$ cat src/rtl/usb_frm_pkg.sv
package usb_frm_pkg;
  localparam int REG_W = 32;
  typedef enum logic [1:0] {
    SEL_INTERVAL = 2'd0,
    SEL_PSTART   = 2'd1,
    SEL_LSTHR    = 2'd2,
    SEL_NONE     = 2'd3
  } frm_sel_e;
endpackage

$ cat src/rtl/frm_regs.sv
module frm_regs
  import usb_frm_pkg::*;
#(
  parameter int CNT_W   = 14,
  parameter int MPS_W   = 15,
  parameter int LST_W   = 15,
  parameter int FI_INIT = 11999
) (
  input  logic             clk,
  input  logic             rst,
  input  logic             wr_en,
  input  logic [1:0]       wr_sel,
  input  logic [REG_W-1:0] wr_data,
  output logic [CNT_W-1:0] fi,
  output logic [MPS_W-1:0] mps,
  output logic             tog,
  output logic [CNT_W-1:0] pstart,
  output logic [LST_W-1:0] lsthr
);
  localparam int MPS_LO = REG_W - 1 - MPS_W;

  logic unused_gap;
  assign unused_gap = ^wr_data[MPS_LO-1:CNT_W];

  always_ff @(posedge clk) begin
    if (rst) begin
      fi     <= CNT_W'(FI_INIT);
      mps    <= '0;
      tog    <= 1'b0;
      pstart <= '0;
      lsthr  <= '0;
    end else if (wr_en) begin
      case (frm_sel_e'(wr_sel))
        SEL_INTERVAL: begin
          fi  <= wr_data[CNT_W-1:0];
          mps <= wr_data[REG_W-2:MPS_LO];
          tog <= wr_data[REG_W-1];
        end
        SEL_PSTART: pstart <= wr_data[CNT_W-1:0];
        SEL_LSTHR:  lsthr  <= wr_data[LST_W-1:0];
        default: ;
      endcase
    end
  end
endmodule

$ cat src/rtl/frm_count.sv
module frm_count #(
  parameter int CNT_W = 14,
  parameter int NUM_W = 16
) (
  input  logic             clk,
  input  logic             rst,
  input  logic             run_en,
  input  logic             bit_tick,
  input  logic [CNT_W-1:0] fi,
  input  logic             tog,
  output logic [CNT_W-1:0] remain,
  output logic             rem_tog,
  output logic [NUM_W-1:0] fnum,
  output logic             sof,
  output logic             fno
);
  logic             adv;
  logic [NUM_W-1:0] fnum_inc;

  assign adv      = run_en & bit_tick;
  assign fnum_inc = fnum + NUM_W'(1);

  always_ff @(posedge clk) begin
    if (rst) begin
      remain  <= '0;
      rem_tog <= 1'b0;
      fnum    <= '0;
      sof     <= 1'b0;
      fno     <= 1'b0;
    end else begin
      sof <= 1'b0;
      fno <= 1'b0;
      if (adv) begin
        if (remain == '0) begin
          remain  <= fi;
          rem_tog <= tog;
          fnum    <= fnum_inc;
          sof     <= 1'b1;
          fno     <= fnum_inc[NUM_W-1] ^ fnum[NUM_W-1];
        end else begin
          remain <= remain - CNT_W'(1);
        end
      end
    end
  end
endmodule

$ cat src/rtl/frm_cmp.sv
module frm_cmp #(
  parameter int CNT_W = 14,
  parameter int LST_W = 15
) (
  input  logic             clk,
  input  logic             rst,
  input  logic [CNT_W-1:0] remain,
  input  logic [CNT_W-1:0] pstart,
  input  logic [LST_W-1:0] lsthr,
  output logic             periodic_pri,
  output logic             ls_ok
);
  localparam int CMP_W = (CNT_W > LST_W) ? CNT_W : LST_W;

  logic [CMP_W-1:0] rem_x, lst_x;
  assign rem_x = CMP_W'(remain);
  assign lst_x = CMP_W'(lsthr);

  always_ff @(posedge clk) begin
    if (rst) begin
      periodic_pri <= 1'b0;
      ls_ok        <= 1'b0;
    end else begin
      periodic_pri <= (remain <= pstart);
      ls_ok        <= (rem_x > lst_x);
    end
  end
endmodule

$ cat src/rtl/usb_frame_timer.sv
module usb_frame_timer
  import usb_frm_pkg::*;
#(
  parameter int CNT_W   = 14,
  parameter int MPS_W   = 15,
  parameter int LST_W   = 15,
  parameter int NUM_W   = 16,
  parameter int FI_INIT = 11999
) (
  input  logic             clk,
  input  logic             rst,
  input  logic             run_en,
  input  logic             bit_tick,
  input  logic             wr_en,
  input  logic [1:0]       wr_sel,
  input  logic [REG_W-1:0] wr_data,
  output logic [REG_W-1:0] interval_rd,
  output logic [REG_W-1:0] pstart_rd,
  output logic [REG_W-1:0] lsthr_rd,
  output logic [REG_W-1:0] remain_rd,
  output logic [NUM_W-1:0] frame_num,
  output logic             sof_pulse,
  output logic             fno_pulse,
  output logic             periodic_pri,
  output logic             ls_ok
);
  localparam int GAP_W = REG_W - 1 - MPS_W - CNT_W;
  localparam int REM_PAD = REG_W - 1 - CNT_W;

  logic [CNT_W-1:0] fi, pstart, remain;
  logic [MPS_W-1:0] mps;
  logic [LST_W-1:0] lsthr;
  logic             tog, rem_tog;

  frm_regs #(.CNT_W(CNT_W), .MPS_W(MPS_W), .LST_W(LST_W), .FI_INIT(FI_INIT)) u_regs (
    .clk(clk), .rst(rst), .wr_en(wr_en), .wr_sel(wr_sel), .wr_data(wr_data),
    .fi(fi), .mps(mps), .tog(tog), .pstart(pstart), .lsthr(lsthr)
  );

  frm_count #(.CNT_W(CNT_W), .NUM_W(NUM_W)) u_count (
    .clk(clk), .rst(rst), .run_en(run_en), .bit_tick(bit_tick),
    .fi(fi), .tog(tog), .remain(remain), .rem_tog(rem_tog),
    .fnum(frame_num), .sof(sof_pulse), .fno(fno_pulse)
  );

  frm_cmp #(.CNT_W(CNT_W), .LST_W(LST_W)) u_cmp (
    .clk(clk), .rst(rst), .remain(remain), .pstart(pstart), .lsthr(lsthr),
    .periodic_pri(periodic_pri), .ls_ok(ls_ok)
  );

  assign interval_rd = {tog, mps, {GAP_W{1'b0}}, fi};
  assign pstart_rd   = {{(REG_W-CNT_W){1'b0}}, pstart};
  assign lsthr_rd    = {{(REG_W-LST_W){1'b0}}, lsthr};
  assign remain_rd   = {rem_tog, {REM_PAD{1'b0}}, remain};
endmodule

$ cat config.mk
export PLATFORM = sky130hd
export DESIGN_NAME = usb_frame_timer
export DESIGN_NICKNAME = d
export VERILOG_FILES = /design/src/rtl/usb_frm_pkg.sv /design/src/rtl/frm_regs.sv /design/src/rtl/frm_count.sv /design/src/rtl/frm_cmp.sv /design/src/rtl/usb_frame_timer.sv
export SDC_FILE = /design/constraint.sdc
export NUM_CORES = 1
export LEC_CHECK = 0
export ABC_CLOCK_PERIOD_IN_PS = 4830
export BUFFER_PORTS_ARGS = -buffer_cell sky130_fd_sc_hd__buf_2
export CORE_ASPECT_RATIO = 0.8
export CORE_MARGIN = 2
export CORE_UTILIZATION = 30
export DETAILED_ROUTE_END_ITERATION = 16
export PLACE_DENSITY_LB_ADDON = 0.3
export SETUP_SLACK_MARGIN = 0.05
export SLEW_MARGIN = 5
export SYNTH_ARGS = -nofsm -noshare
export SYNTH_HDL_FRONTEND = slang
export SYNTH_SLANG_ARGS = --single-unit
export TNS_END_PERCENT = 10
$ cat constraint.sdc
create_clock -name clk -period 4.83 [get_ports clk]
set_input_delay 0.7245 -clock clk [delete_from_list [all_inputs] [get_ports clk]]
set_output_delay 0.7245 -clock clk [all_outputs]
set_load 0.005 [all_outputs]
After elaboration in Yosys (flattened, before gate mapping)
Index checks and enable logic that the tools add are counted.
Storage, ports and cells
  register bits: 94
  input port bits: 39
  output and inout port bits: 148
  logic and storage cells: 32
Operators by class
  $add $sub $neg: 2
  order comparisons: 2
  equal/unequal tests: 2
  multiplexer cells: 2
  bitwise gates (word level): 4
  reductions and logical operators: 8
Operators with widths (count)
  16-bit by 1-bit adder with 16-bit output, second input constant: 1
  14-bit by 15-bit greater-than comparator with 1-bit output: 1
  14-bit less-or-equal comparator: 1
  14-bit logical NOT: 1
  14-bit 2-to-1 mux: 1
  14-bit by 1-bit subtractor with 14-bit output, second input constant: 1
  2-bit AND reduction: 4
  3-bit OR reduction: 1
  2-bit by 1-bit equality test with 1-bit output, second input constant: 1
  2-bit equality test, second input constant: 1
  2-bit logical NOT: 1
  1-bit NOT: 2
  2-bit OR reduction: 1
  1-bit bitwise AND: 1
  1-bit 2-to-1 mux: 1
  1-bit XOR: 1

Logic depth before layout (Yosys ltp)
Gate-level depths: netlist of the first run.
  depth in word-level cells: 3
  depth in mapped cells: 8
  mapped depth without buffers: 7

Hierarchy
Synthesis of the first run repeated with hierarchy kept, for this count alone.
Second synthesis, totals
  cell total of the unflattened synthesis: 612
  area, all modules: 5469.0 um^2
By module, submodules not included
  frm_regs: instances 1, cells an instance 242, area an instance 2519.9 um^2, seq. area each 1181.1 um^2
  frm_count: instances 1, cells an instance 213, area an instance 1775.5 um^2, seq. area each 660.6 um^2
  frm_cmp: instances 1, cells an instance 100, area an instance 749.5 um^2, seq. area each 40.0 um^2
  usb_frame_timer: instances 1, cells an instance 57, area an instance 424.2 um^2, seq. area each 0.0 um^2

Worst setup path before layout of the first run
OpenSTA, ideal clock, no wires.
  path type: register to register
  start point: reg u_count.remain[0]
  end point: reg u_count.remain[0]
  setup time: 114 ps
  arrival: 2087 ps
  required time: 4716 ps
  setup slack: 2629 ps
  stages on the path, launching flop included: 7
  path buffers: 0
  clock period less this slack: 2201 ps
  path through: dfxtp_1 > inv_1 > ha_1 > or4b_2 > nor4_1 > nor3_1 > a2111oi_0
Between the ends
  longest elaborated chain between the ends: 2
  elaborated cells on any way between the ends: 3
  those cells by class: add/sub: 1; mux: 1; reduce/logical: 1
RTL lines
  start: declaration: line frm_count.sv:11  | output logic [CNT_W-1:0] remain,
  start signal: assignment: line frm_count.sv:35  | remain <= fi;
  start signal: assignment: line frm_count.sv:41  | remain <= remain - CNT_W'(1);
  14-bit by 1-bit subtractor with 14-bit output / 14-bit logical NOT (equally long branches): line frm_count.sv:41, frm_count.sv:34
  14-bit 2-to-1 mux *: line frm_count.sv:34  | if (remain == '0) begin
Mark *: on every way between the ends. The rest lies on a longest branch, timed or not.
A chain may end at the register's enable or synchronous reset.

Worst setup path in the final report of the first run
  start point: reg u_count.remain[8]
  end point: reg u_count.remain[9]
Same word-level chain as after synthesis.

==> impl_metrics.env, run 1 <==
export IMPL_status="finished, final reports clean"
export IMPL_p_clk_share_pct=31.2
export IMPL_vias=4388
export IMPL_synth_seq_cells=94
export IMPL_setup_viol_count_final=0
export IMPL_worst_pin_slew_ns=0.845
export IMPL_end_kind="register"
export IMPL_remaining_drc_errors=0
export IMPL_fin_crit_ns=2.69
export IMPL_multi_input_comb_area_sq_um=2540
export IMPL_hold_viol=0
export IMPL_finalCritPeriodShare_pct=55.7
export IMPL_instances_no_fill=954
export IMPL_grt_pass1_wl_mm=21.9
export IMPL_cts_resized=0
export IMPL_p_int_mw=1.61
export IMPL_syn_inst=619
export IMPL_netlist_area_sq_um=4870
export IMPL_seq_area_sq_um=1880
export IMPL_maxSlewHeadroom_pct=43.2
export IMPL_p_leak_nw=2.58
export IMPL_core_sq_um=15900
export IMPL_seq_area_frac_synth_pct=38.6
export IMPL_fin_util_pct=36.7
export IMPL_comb_power_share_pct=30.5
export IMPL_grt_usage_pct=15.9
export IMPL_antenna_found_initial=0
export IMPL_ir_drop_mv=0.229
export IMPL_ys_warn_count=0
export IMPL_die_y_um=118
export IMPL_max_cap_violations=0
export IMPL_switching_power_mw=0.862
export IMPL_cp_start_kind="register"
export IMPL_rows=41
export IMPL_grt_pass1_vias=4064
export IMPL_cts_root_buf="clkbuf_16"
export IMPL_cts_buffers=9
export IMPL_fill_cells=1716
export IMPL_cts_hold_buffers=0
export IMPL_drtAntennaViolNets=0
export IMPL_drtIter0Drc=180
export IMPL_syn_area_per_cell_sq_um=7.87
export IMPL_seqPwrFrac_pct=38.3
export IMPL_fin_nets=803
export IMPL_tritoncts="yes"
export IMPL_critPathRequiredTime_ns=5.13
export IMPL_post_cts_setup_buffer_count=0
export IMPL_synth_top_cell_area_share_pct=38.6
export IMPL_crit_fanout=11
export IMPL_hold_path_cell_count=2
export IMPL_ys_types=51
export IMPL_p_sw_share_pct=34.9
export IMPL_routed_wirelength_mm=13.7
export IMPL_fmax_mhz=372
export IMPL_clock_skew_ns=0.00529
export IMPL_grt_setup_unrepaired="no"
export IMPL_yosysTopAreaCell="dfxtp_1"
export IMPL_io_buffers=131
export IMPL_insertion_delay_ns=0.35
export IMPL_syn2layout_area_growth_pct=19.4
export IMPL_grt_start_max_net_pins=46
export IMPL_synth_area_leaders="dfxtp_1 (39%), nand2_1 (10%), buf_4 (8.6%)"
export IMPL_ff2ff_path_depth=5
export IMPL_setup_tns_ns=0
export IMPL_p_total_mw=2.47
export IMPL_via_per_inst=4.60
export IMPL_initial_core_util_pct=30.7
export IMPL_powerDensity_nw_per_um2=425
export IMPL_cp_arrival_ns=2.99
export IMPL_synth_flop_cell="dfxtp_1"
export IMPL_cts_htree_levels=3
export IMPL_final_layout_size_suffix_gt1_share_pct=21.2
export IMPL_place_inst=938
export IMPL_grt_overflow=0
export IMPL_routabilityCongestion=0.784
export IMPL_ios=187
export IMPL_die_area_sq_um=17300
export IMPL_synth_edff_count=0
export IMPL_first_pass_iters=4
export IMPL_clkTransAtPathRegs_ns=0.07
export IMPL_slew_violations=0
export IMPL_clockBufferDepth=2
export IMPL_cts_sinks=94
export IMPL_wl_per_cell_um=14.4
export IMPL_diodes=0
export IMPL_synth_async_reset_ratio_pct=0
export IMPL_die_w_um=146
export IMPL_dp_hpwl_mm=10.2
export IMPL_hp_class="register to register"
export IMPL_worst_setup_path_type="register to register"
==> power groups by stage <==
stage,registers [mW],clock network [mW],logic (mW)
floorplan,0.931,0,0.568
global placement,0.960,0,0.750
detailed placement,0.965,0,0.752
CTS,0.946,0.789,0.755
global route,0.958,0.817,0.851
finish,0.945,0.770,0.754
==> routing by layer <==
layer  GRT usage (%)  routed length (um)  vias up
met1            22.9                6760     2018
met5               0                   0        -
met4            4.43                 135        0
met3            5.54                1130       11
li1                -                   -     2206
met2            22.4                5700      153
==> path summary, 6_finish.rpt <==
kind | from | endpoint | slack [ns]
worst max-delay path | u_count.remain[8]$_SDFFE_PP0P_ | u_count.remain[9]$_SDFFE_PP0P_ | 2.14
worst min-delay path | u_regs.mps[3]$_SDFFE_PP0P_ | u_regs.mps[3]$_SDFFE_PP0P_ | 0.45
worst max register to register | u_count.remain[8]$_SDFFE_PP0P_ | u_count.remain[9]$_SDFFE_PP0P_ | 2.14
worst min register to register | u_regs.mps[3]$_SDFFE_PP0P_ | u_regs.mps[3]$_SDFFE_PP0P_ | 0.45
==> logic make-up after synthesis <==
family                   Yosys count  synth area share, %
AND/OR/NAND/NOR                  260                 25.2
adder cells (fa/ha/maj)           30                 7.71
flip-flops                        94                 38.6
other                              1               0.0770
XOR/XNOR                          19                 3.42
AO/OA/AOI/OAI                    100                 11.7
buffers and inverters            115                 13.3
==> worst max-delay path: stages, from the launching register on <==
cell,delay [ns]
dfxtp_1,0.43
or4_4,0.62
nor4_2,0.63
nand2_1,0.52
nor2_1,0.27
a221o_1,0.16
==> per-stage QoR <==
| stage | setup slack, ns | hold slack (ns) | cell area [sq um] |
|---|---|---|---|
| global placement | 2.12 | 0.440 | 5490 |
| finish | 2.14 | 0.452 | 5810 |
| global route | 1.88 | 0.474 | 5810 |
| floorplan | 2.63 | 0.437 | 5070 |
| CTS | 2.09 | 0.456 | 5810 |
| detailed placement | 2.10 | 0.446 | 5490 |
==> flip-flops by register name (all words and copies together), names as in the netlist <==
name and cells:
u_count.fnum 16, u_regs.lsthr 15, u_regs.mps 15, u_count.remain 14
u_regs.fi 14, u_regs.pstart 14, u_cmp.ls_ok 1, u_cmp.periodic_pri 1
u_count.fno 1, u_count.rem_tog 1, u_count.sof 1, u_regs.tog 1
==> cells in the mapped netlist (all sizes together), types with 2 or more instances <==
master	count
buf	58
inv	32
or4	5
and2	4
clkbuf	25
nand3b	14
and3	3
nor2	35
o21ai	9
or2	2
nor4	13
xor2	5
nor3	12
o31ai	3
ha	30
a21oi	68
nand2	133
and3b	2
or3	4
nand3	15
a21o	4
xnor2	14
dfxtp	94
nor4b	2
nand4	10
a211oi	2
==> cells in the final DEF (no fill, tap or decap), types with 5 or more instances in the layout <==
cell and instances:
nor2_1 35, xnor2_1 14, nand4_1 10, nand3_1 15, nand3b_1 14, buf_2 131
dfxtp_1 94, a21oi_1 68, inv_1 32, xor2_1 5, ha_1 30, nor3_1 12
nor4_1 12, clkbuf_16 9, conb_1 54, nand2_1 133, o21ai_0 9
==> final cells by class <==
cell class	count	share of cell area (%)
clock buffer	14	4.88
clock inverter	2	0.646
inverter	32	2.07
multi-input combinational	463	43.7
sequential	94	32.4
tap	215	4.63
timing repair buffer	134	11.7
(Power assumes the default switching activity.)
==> run 2, diff against run 1 <==
--- a/config.mk
+++ b/config.mk
@@ -5,7 +5,8 @@
 export SDC_FILE = /design/constraint.sdc
 export NUM_CORES = 1
 export LEC_CHECK = 0
-export ABC_CLOCK_PERIOD_IN_PS = 4830
+export ABC_AREA = 1
+export ABC_CLOCK_PERIOD_IN_PS = 2500
 export BUFFER_PORTS_ARGS = -buffer_cell sky130_fd_sc_hd__buf_2
 export CORE_ASPECT_RATIO = 0.8
 export CORE_MARGIN = 2
==> constraint.sdc (replaced) <==
create_clock -name clk -period 2.5 [get_ports clk]
set_input_delay 0.375 -clock clk [delete_from_list [all_inputs] [get_ports clk]]
set_output_delay 0.375 -clock clk [all_outputs]
set_load 0.005 [all_outputs]
==> run 2 against run 1 <==
  * Synthesized cell count is 20% higher
  * Wire length increased by 2.9%
  * Flip-flop and latch count did not move
  * Highest routed layer unchanged
==> impl_metrics.env, run 2 <==
export IMPL_fmax_mhz=537
export IMPL_synth_common_cells="nand2_1 (142), nor2_1 (110), dfxtp_1 (94)"
export IMPL_cts_buffers=9
export IMPL_largest_register="u_count.fnum"
export IMPL_final_layout_size_suffix_gt1_share_pct=21.1
export IMPL_ys_types=34
export IMPL_synth_edff_count=0
export IMPL_netlist_area_sq_um=5250
export IMPL_crit_fanout=12
export IMPL_finalCritPeriodShare_pct=74.4
export IMPL_ios=187
export IMPL_fin_crit_ns=1.86
export IMPL_grt_start_max_net_pins=31
export IMPL_fin_ws_ns=0.639
export IMPL_maxSlewHeadroom_pct=50.3
export IMPL_insertion_delay_ns=0.35
export IMPL_initial_core_util_pct=30.5
export IMPL_tritoncts="yes"
export IMPL_crit_family="simple AND/OR/NAND/NOR gates"
export IMPL_synth_seq_cells=94
export IMPL_drtAntennaViolNets=0
export IMPL_seq_area_frac_synth_pct=35.9
export IMPL_layout_common_cells="nand2_1 (142), buf_2 (131), nor2_1 (110)"
export IMPL_grt_setup_unrepaired="no"
export IMPL_cp_start_kind="register"
export IMPL_die_y_um=122
export IMPL_slew_violations=0
export IMPL_remaining_drc_errors=0
export IMPL_syn_area_per_cell_sq_um=7.09
export IMPL_ir_drop_mv=0.392
export IMPL_largest_reg_flops=16
export IMPL_hp_class="input pin to register"
export IMPL_post_cts_setup_buffer_count=0
export IMPL_grt_pass1_vias=4117
export IMPL_cts_hold_buffers=0
export IMPL_synth_top_cell_area_share_pct=35.9
export IMPL_dpl_worst_slack_ns=0.634
export IMPL_wl_per_cell_um=12.9
export IMPL_cts_htree_levels=3
export IMPL_diodes=0
export IMPL_syn2layout_area_growth_pct=18.1
export IMPL_core_sq_um=17200
export IMPL_worst_pin_slew_ns=0.744
export IMPL_rows=43
export IMPL_grt_usage_pct=15.0
export IMPL_vias=4720
export IMPL_antenna_found_initial=0
export IMPL_setup_tns_ns=0
export IMPL_worst_setup_path_type="register to register"
export IMPL_grt_pass1_wl_mm=22.5
export IMPL_status="finished, final reports clean"
export IMPL_slowest_stage="dfxtp_1"
export IMPL_die_w_um=152
export IMPL_routed_wirelength_mm=14.1
export IMPL_cts_root_buf="clkbuf_16"
export IMPL_end_kind="register"
export IMPL_io_buffers=131
export IMPL_cts_resized=0
export IMPL_final_common_cell="nand2_1"
export IMPL_fin_nets=933
export IMPL_ys_warn_count=0
export IMPL_powerDensity_nw_per_um2=913
export IMPL_dp_hpwl_mm=10.8
export IMPL_reg_top3="u_count.fnum (16), u_regs.lsthr (15), u_regs.mps (15)"
export IMPL_max_cap_violations=0
export IMPL_cts_sinks=94
export IMPL_syn_inst=740
export IMPL_hold_viol=0
export IMPL_synth_flop_cell="dfxtp_1"
export IMPL_drtIter0Drc=230
export IMPL_setup_viol_count_final=0
export IMPL_synth_most_common_cell="nand2_1"
export IMPL_p_leak_nw=3.04
export IMPL_critPathRequiredTime_ns=2.72
export IMPL_grt_overflow=0
export IMPL_die_area_sq_um=18600
export IMPL_clockBufferDepth=2
export IMPL_clkTransAtPathRegs_ns=0.07
export IMPL_routabilityCongestion=0.837
export IMPL_crit_chain="inv_1, ha_1, nand2_4, nor2_8, nand2_4, nor2_8, inv_2, nand2_1, a21oi_1"
export IMPL_first_pass_iters=4
export IMPL_clock_skew_ns=0.0113
export IMPL_synth_async_reset_ratio_pct=0
export IMPL_cp_arrival_ns=2.08
export IMPL_yosysTopAreaCell="dfxtp_1"
export IMPL_cpPeakStageDelay_ns=0.32
export IMPL_via_per_inst=4.31
export IMPL_synth_area_leaders="dfxtp_1 (36%), nand2_1 (10%), buf_4 (8.0%)"
export IMPL_critPathBufInv=2
run 2: cells by family after synthesis:
kind of cell | Yosys count | share of synthesized area (%)
buf+inv | 155 | 15.8
other cells | 1 | 0.0715
fa+ha+maj | 30 | 7.15
compound gates | 127 | 12.9
xor+xnor | 6 | 1.00
simple gates | 327 | 27.2
flops | 94 | 35.9
run 2: stage by stage:
step	total power, mW	util, %	cells	hold WS [ns]	cell area (sq um)
final	5.66	36.0	1094	0.249	6190
after global routing	6.17	36.0	1094	0.245	6190
after CTS	5.72	36.0	1094	0.245	6190
after detailed placement	4.38	34.4	1078	0.460	5920
after global placement	4.36	34.4	1078	0.453	5920
after floorplan	3.78	-	793	0.455	5450
run 2: final timing paths:
kind / start / endpoint / slack, ns / cells after the start
max reg2reg: u_count.remain[0]$_SDFFE_PP0P_ / u_count.fnum[15]$_SDFFE_PP0P_ / 0.64 / 9
min: wr_data[14] / u_regs.lsthr[14]$_SDFFE_PP0P_ / 0.25 / 3
min reg2reg: u_regs.fi[5]$_SDFFE_PP0P_ / u_regs.fi[5]$_SDFFE_PP0P_ / 0.47 / 2
max: u_count.remain[0]$_SDFFE_PP0P_ / u_count.fnum[15]$_SDFFE_PP0P_ / 0.64 / 9
run 2: layer usage:
layer  vias to the layer above  global-route usage, %  routed length, um
met5                         -                      0                  0
met4                         0                   3.68                113
met3                         7                   5.08               1030
met2                       120                   21.8               5750
met1                      2078                   21.4               7230
li1                       2515                      -                  -
run 2: cell type report:
class / instances / area (sq um)
clock buffer: 11 / 243
clock inverter: 5 / 35.0
fill: 1919 / 11000
inverter: 74 / 278
multi-input combinational: 544 / 2730
sequential: 94 / 1880
tap: 225 / 282
timing repair buffer: 141 / 743
run 2: where the power goes:
group          switching [mW]  internal [mW]  leakage [nW]
clock                   0.616          0.703         0.135
sequential              0.269           1.68         0.768
combinational            1.49          0.906          2.14
total                    2.37           3.29          3.04
run 2: worst reg2reg max path: stages (launching register included):
cell and delay, ns:
dfxtp_1 0.32, inv_1 0.18, ha_1 0.29, nand2_4 0.11, nor2_8 0.16, nand2_4 0.11
nor2_8 0.24, inv_2 0.17, nand2_1 0.09, a21oi_1 0.06
==> run 3, diff against run 2 <==
--- a/config.mk
+++ b/config.mk
@@ -6,7 +6,7 @@
 export NUM_CORES = 1
 export LEC_CHECK = 0
 export ABC_AREA = 1
-export ABC_CLOCK_PERIOD_IN_PS = 2500
+export ABC_CLOCK_PERIOD_IN_PS = 1900
 export BUFFER_PORTS_ARGS = -buffer_cell sky130_fd_sc_hd__buf_2
 export CORE_ASPECT_RATIO = 0.8
 export CORE_MARGIN = 2
==> constraint.sdc (replaced) <==
create_clock -name clk -period 1.9 [get_ports clk]
set_input_delay 0.285 -clock clk [delete_from_list [all_inputs] [get_ports clk]]
set_output_delay 0.285 -clock clk [all_outputs]
set_load 0.005 [all_outputs]
==> run 3 against run 2 <==
  * Clock power increased by 29%
  * Via count is 1.3% higher
  * Total power grew 33%
  * Critical path depth is the same
  * Clock skew shrank 0.0035 ns
  * Sequential power up 27%
  * Wire length shrank 0.18%
  * Die area did not move
  * Combinational power increased by 40%
  * Largest cell class unchanged
  * Highest routed layer unchanged
==> impl_metrics.env, run 3 (synthesis results as in run 2) <==
export IMPL_status="finished, final reports clean"
export IMPL_routabilityCongestion=0.844
export IMPL_layout_common_cells="nand2_1 (142), buf_2 (131), nor2_1 (110)"
export IMPL_crit_start="u_count.remain[1]$_SDFFE_PP0P_"
export IMPL_initial_core_util_pct=30.5
export IMPL_grt_pass1_wl_mm=22.5
export IMPL_remaining_drc_errors=0
export IMPL_core_sq_um=17200
export IMPL_end_kind="register"
export IMPL_final_common_cell="nand2_1"
export IMPL_die_y_um=122
export IMPL_fmax_mhz=598
export IMPL_hold_slack_ns=0.164
export IMPL_multi_input_comb_area_sq_um=2740
export IMPL_insertion_delay_ns=0.35
export IMPL_die_w_um=152
export IMPL_min_from="wr_data[14]"
export IMPL_slew_violations=0
export IMPL_critPathRequiredTime_ns=2.13
export IMPL_fin_nets=944
export IMPL_reg_top3="u_count.fnum (16), u_regs.lsthr (15), u_regs.mps (15)"
export IMPL_fin_util_pct=36.5
export IMPL_wl_per_cell_um=12.8
export IMPL_ff2ff_path_depth=9
export IMPL_io_buffers=131
export IMPL_crit_chain="inv_1, ha_2, nand2_4, nor2_8, nand2_4, nor2_8, inv_2, nand2_1, a21oi_2"
export IMPL_p_leak_nw=3.09
export IMPL_cts_root_buf="clkbuf_16"
export IMPL_worst_setup_path_type="register to register"
export IMPL_cts_hold_buffers=0
export IMPL_fin_crit_ns=1.67
export IMPL_placed_area_sq_um=5980
export IMPL_routed_wirelength_mm=14.1
export IMPL_largest_register="u_count.fnum"
export IMPL_die_area_sq_um=18600
export IMPL_dpl_worst_slack_ns=0.0793
export IMPL_finalCritPeriodShare_pct=87.9
export IMPL_antenna_found_initial=0
export IMPL_grt_overflow=0
export IMPL_rows=43
export IMPL_cts_buffers=9
export IMPL_final_area_sq_um=6280
export IMPL_ios=187
export IMPL_fill_cells=1911
export IMPL_min_to="u_regs.lsthr[14]$_SDFFE_PP0P_"
export IMPL_cts_htree_levels=3
export IMPL_grt_setup_unrepaired="no"
export IMPL_ir_drop_mv=0.435
export IMPL_setup_viol_count_final=0
export IMPL_max_cap_violations=0
export IMPL_dp_hpwl_mm=10.7
export IMPL_critPathBufInv=2
export IMPL_instances_no_fill=1105
export IMPL_hp_class="input pin to register"
export IMPL_syn2layout_area_growth_pct=19.8
export IMPL_clockBufferDepth=2
export IMPL_cpPeakStageDelay_ns=0.35
export IMPL_via_per_inst=4.32
export IMPL_final_layout_size_suffix_gt1_share_pct=22.0
export IMPL_drtAntennaViolNets=0
export IMPL_cts_sinks=94
export IMPL_grt_pass1_vias=4194
export IMPL_drtIter0Drc=211
export IMPL_rrSetupSlack_ns=0.23
export IMPL_seq_area_sq_um=1880
export IMPL_cp_start_kind="register"
export IMPL_p_total_mw=7.53
export IMPL_place_inst=1085
export IMPL_reg2reg_from="u_count.remain[1]$_SDFFE_PP0P_"
export IMPL_powerDensity_nw_per_um2=1200
export IMPL_first_pass_iters=4
export IMPL_hold_path_cell_count=3
export IMPL_tritoncts="yes"
export IMPL_crit_family="simple AND/OR/NAND/NOR gates"
export IMPL_diodes=0
export IMPL_slowest_stage="dfxtp_1"
export IMPL_vias=4779
export IMPL_fin_ws_ns=0.229
export IMPL_hold_viol=0
export IMPL_crit_fanout=11
export IMPL_grt_start_max_net_pins=61
export IMPL_cp_arrival_ns=1.90
export IMPL_clkTransAtPathRegs_ns=0.07
export IMPL_rr_endpoint="u_count.fnum[14]$_SDFFE_PP0P_"
export IMPL_clock_skew_ns=0.00780
export IMPL_grt_usage_pct=15.2
export IMPL_largest_reg_flops=16
export IMPL_setup_tns_ns=0
==> run 3: cell count changes in the layout (fill, tap and decap cells not counted) <==
| cell | delta |
|---|---|
| buf_4 | +10 |
| buf_12 | +1 |
| clkbuf_1 | +1 |
| clkbuf_8 | -1 |
| clkinv_4 | -1 |
| ha_1 | -1 |
| ha_2 | +1 |
| inv_2 | -1 |
| inv_4 | +1 |
| inv_6 | +1 |
==> run 3: final cells by class <==
class | count | share of cell area, %
Clock buffer | 11 | 3.70
Timing Repair Buffer | 152 | 13.3
Inverter | 74 | 4.46
Sequential cell | 94 | 29.9
Tap cell | 225 | 4.48
Clock inverter | 5 | 0.557
Multi-Input combinational cell | 544 | 43.5
==> run 3: worst max-delay path by stage <==
stage | endpoint | slack, ns | cells after the start
3_3_place_gp | u_count.fnum[6]$_SDFFE_PP0P_ | 0.12 | 9
4_1_cts | u_count.fnum[6]$_SDFFE_PP0P_ | 0.07 | 9
2_1_floorplan | u_count.fnum[14]$_SDFFE_PP0P_ | 0.35 | 10
3_5_place_dp | u_count.fnum[6]$_SDFFE_PP0P_ | 0.08 | 9
5_1_grt | u_count.fnum[7]$_SDFFE_PP0P_ | 0.08 | 9
6_report | u_count.fnum[14]$_SDFFE_PP0P_ | 0.23 | 9
==> run 3: where the power goes <==
part	internal [mW]	switching, mW	leakage, nW	total [mW]
logic	1.31	2.05	2.20	3.35
clock network	0.892	0.806	0.130	1.70
registers	2.21	0.269	0.768	2.48
total	4.40	3.12	3.09	7.53
==> run 3: routing by layer <==
metal / global-route usage, % / vias to the layer above / share of wire, % / routed length [um]
li1: - / 2543 / - / -
met1: 21.6 / 2078 / 51 / 7130
met2: 22.0 / 147 / 40 / 5650
met3: 5.12 / 11 / 8.2 / 1160
met4: 3.86 / 0 / 1.1 / 150
met5: 0 / - / 0 / 0
==> run 3: timing repair <==
item / in CTS / in global routing
setup buffers: 0 / 4
resized for setup: 0 / 3
endpoints found under the setup margin: 0 / 23
==> run 3: tightest hold or removal path: stages <==
cell and delay, ns:
buf_2 0.08, nor2_1 0.03, nor2_1 0.08
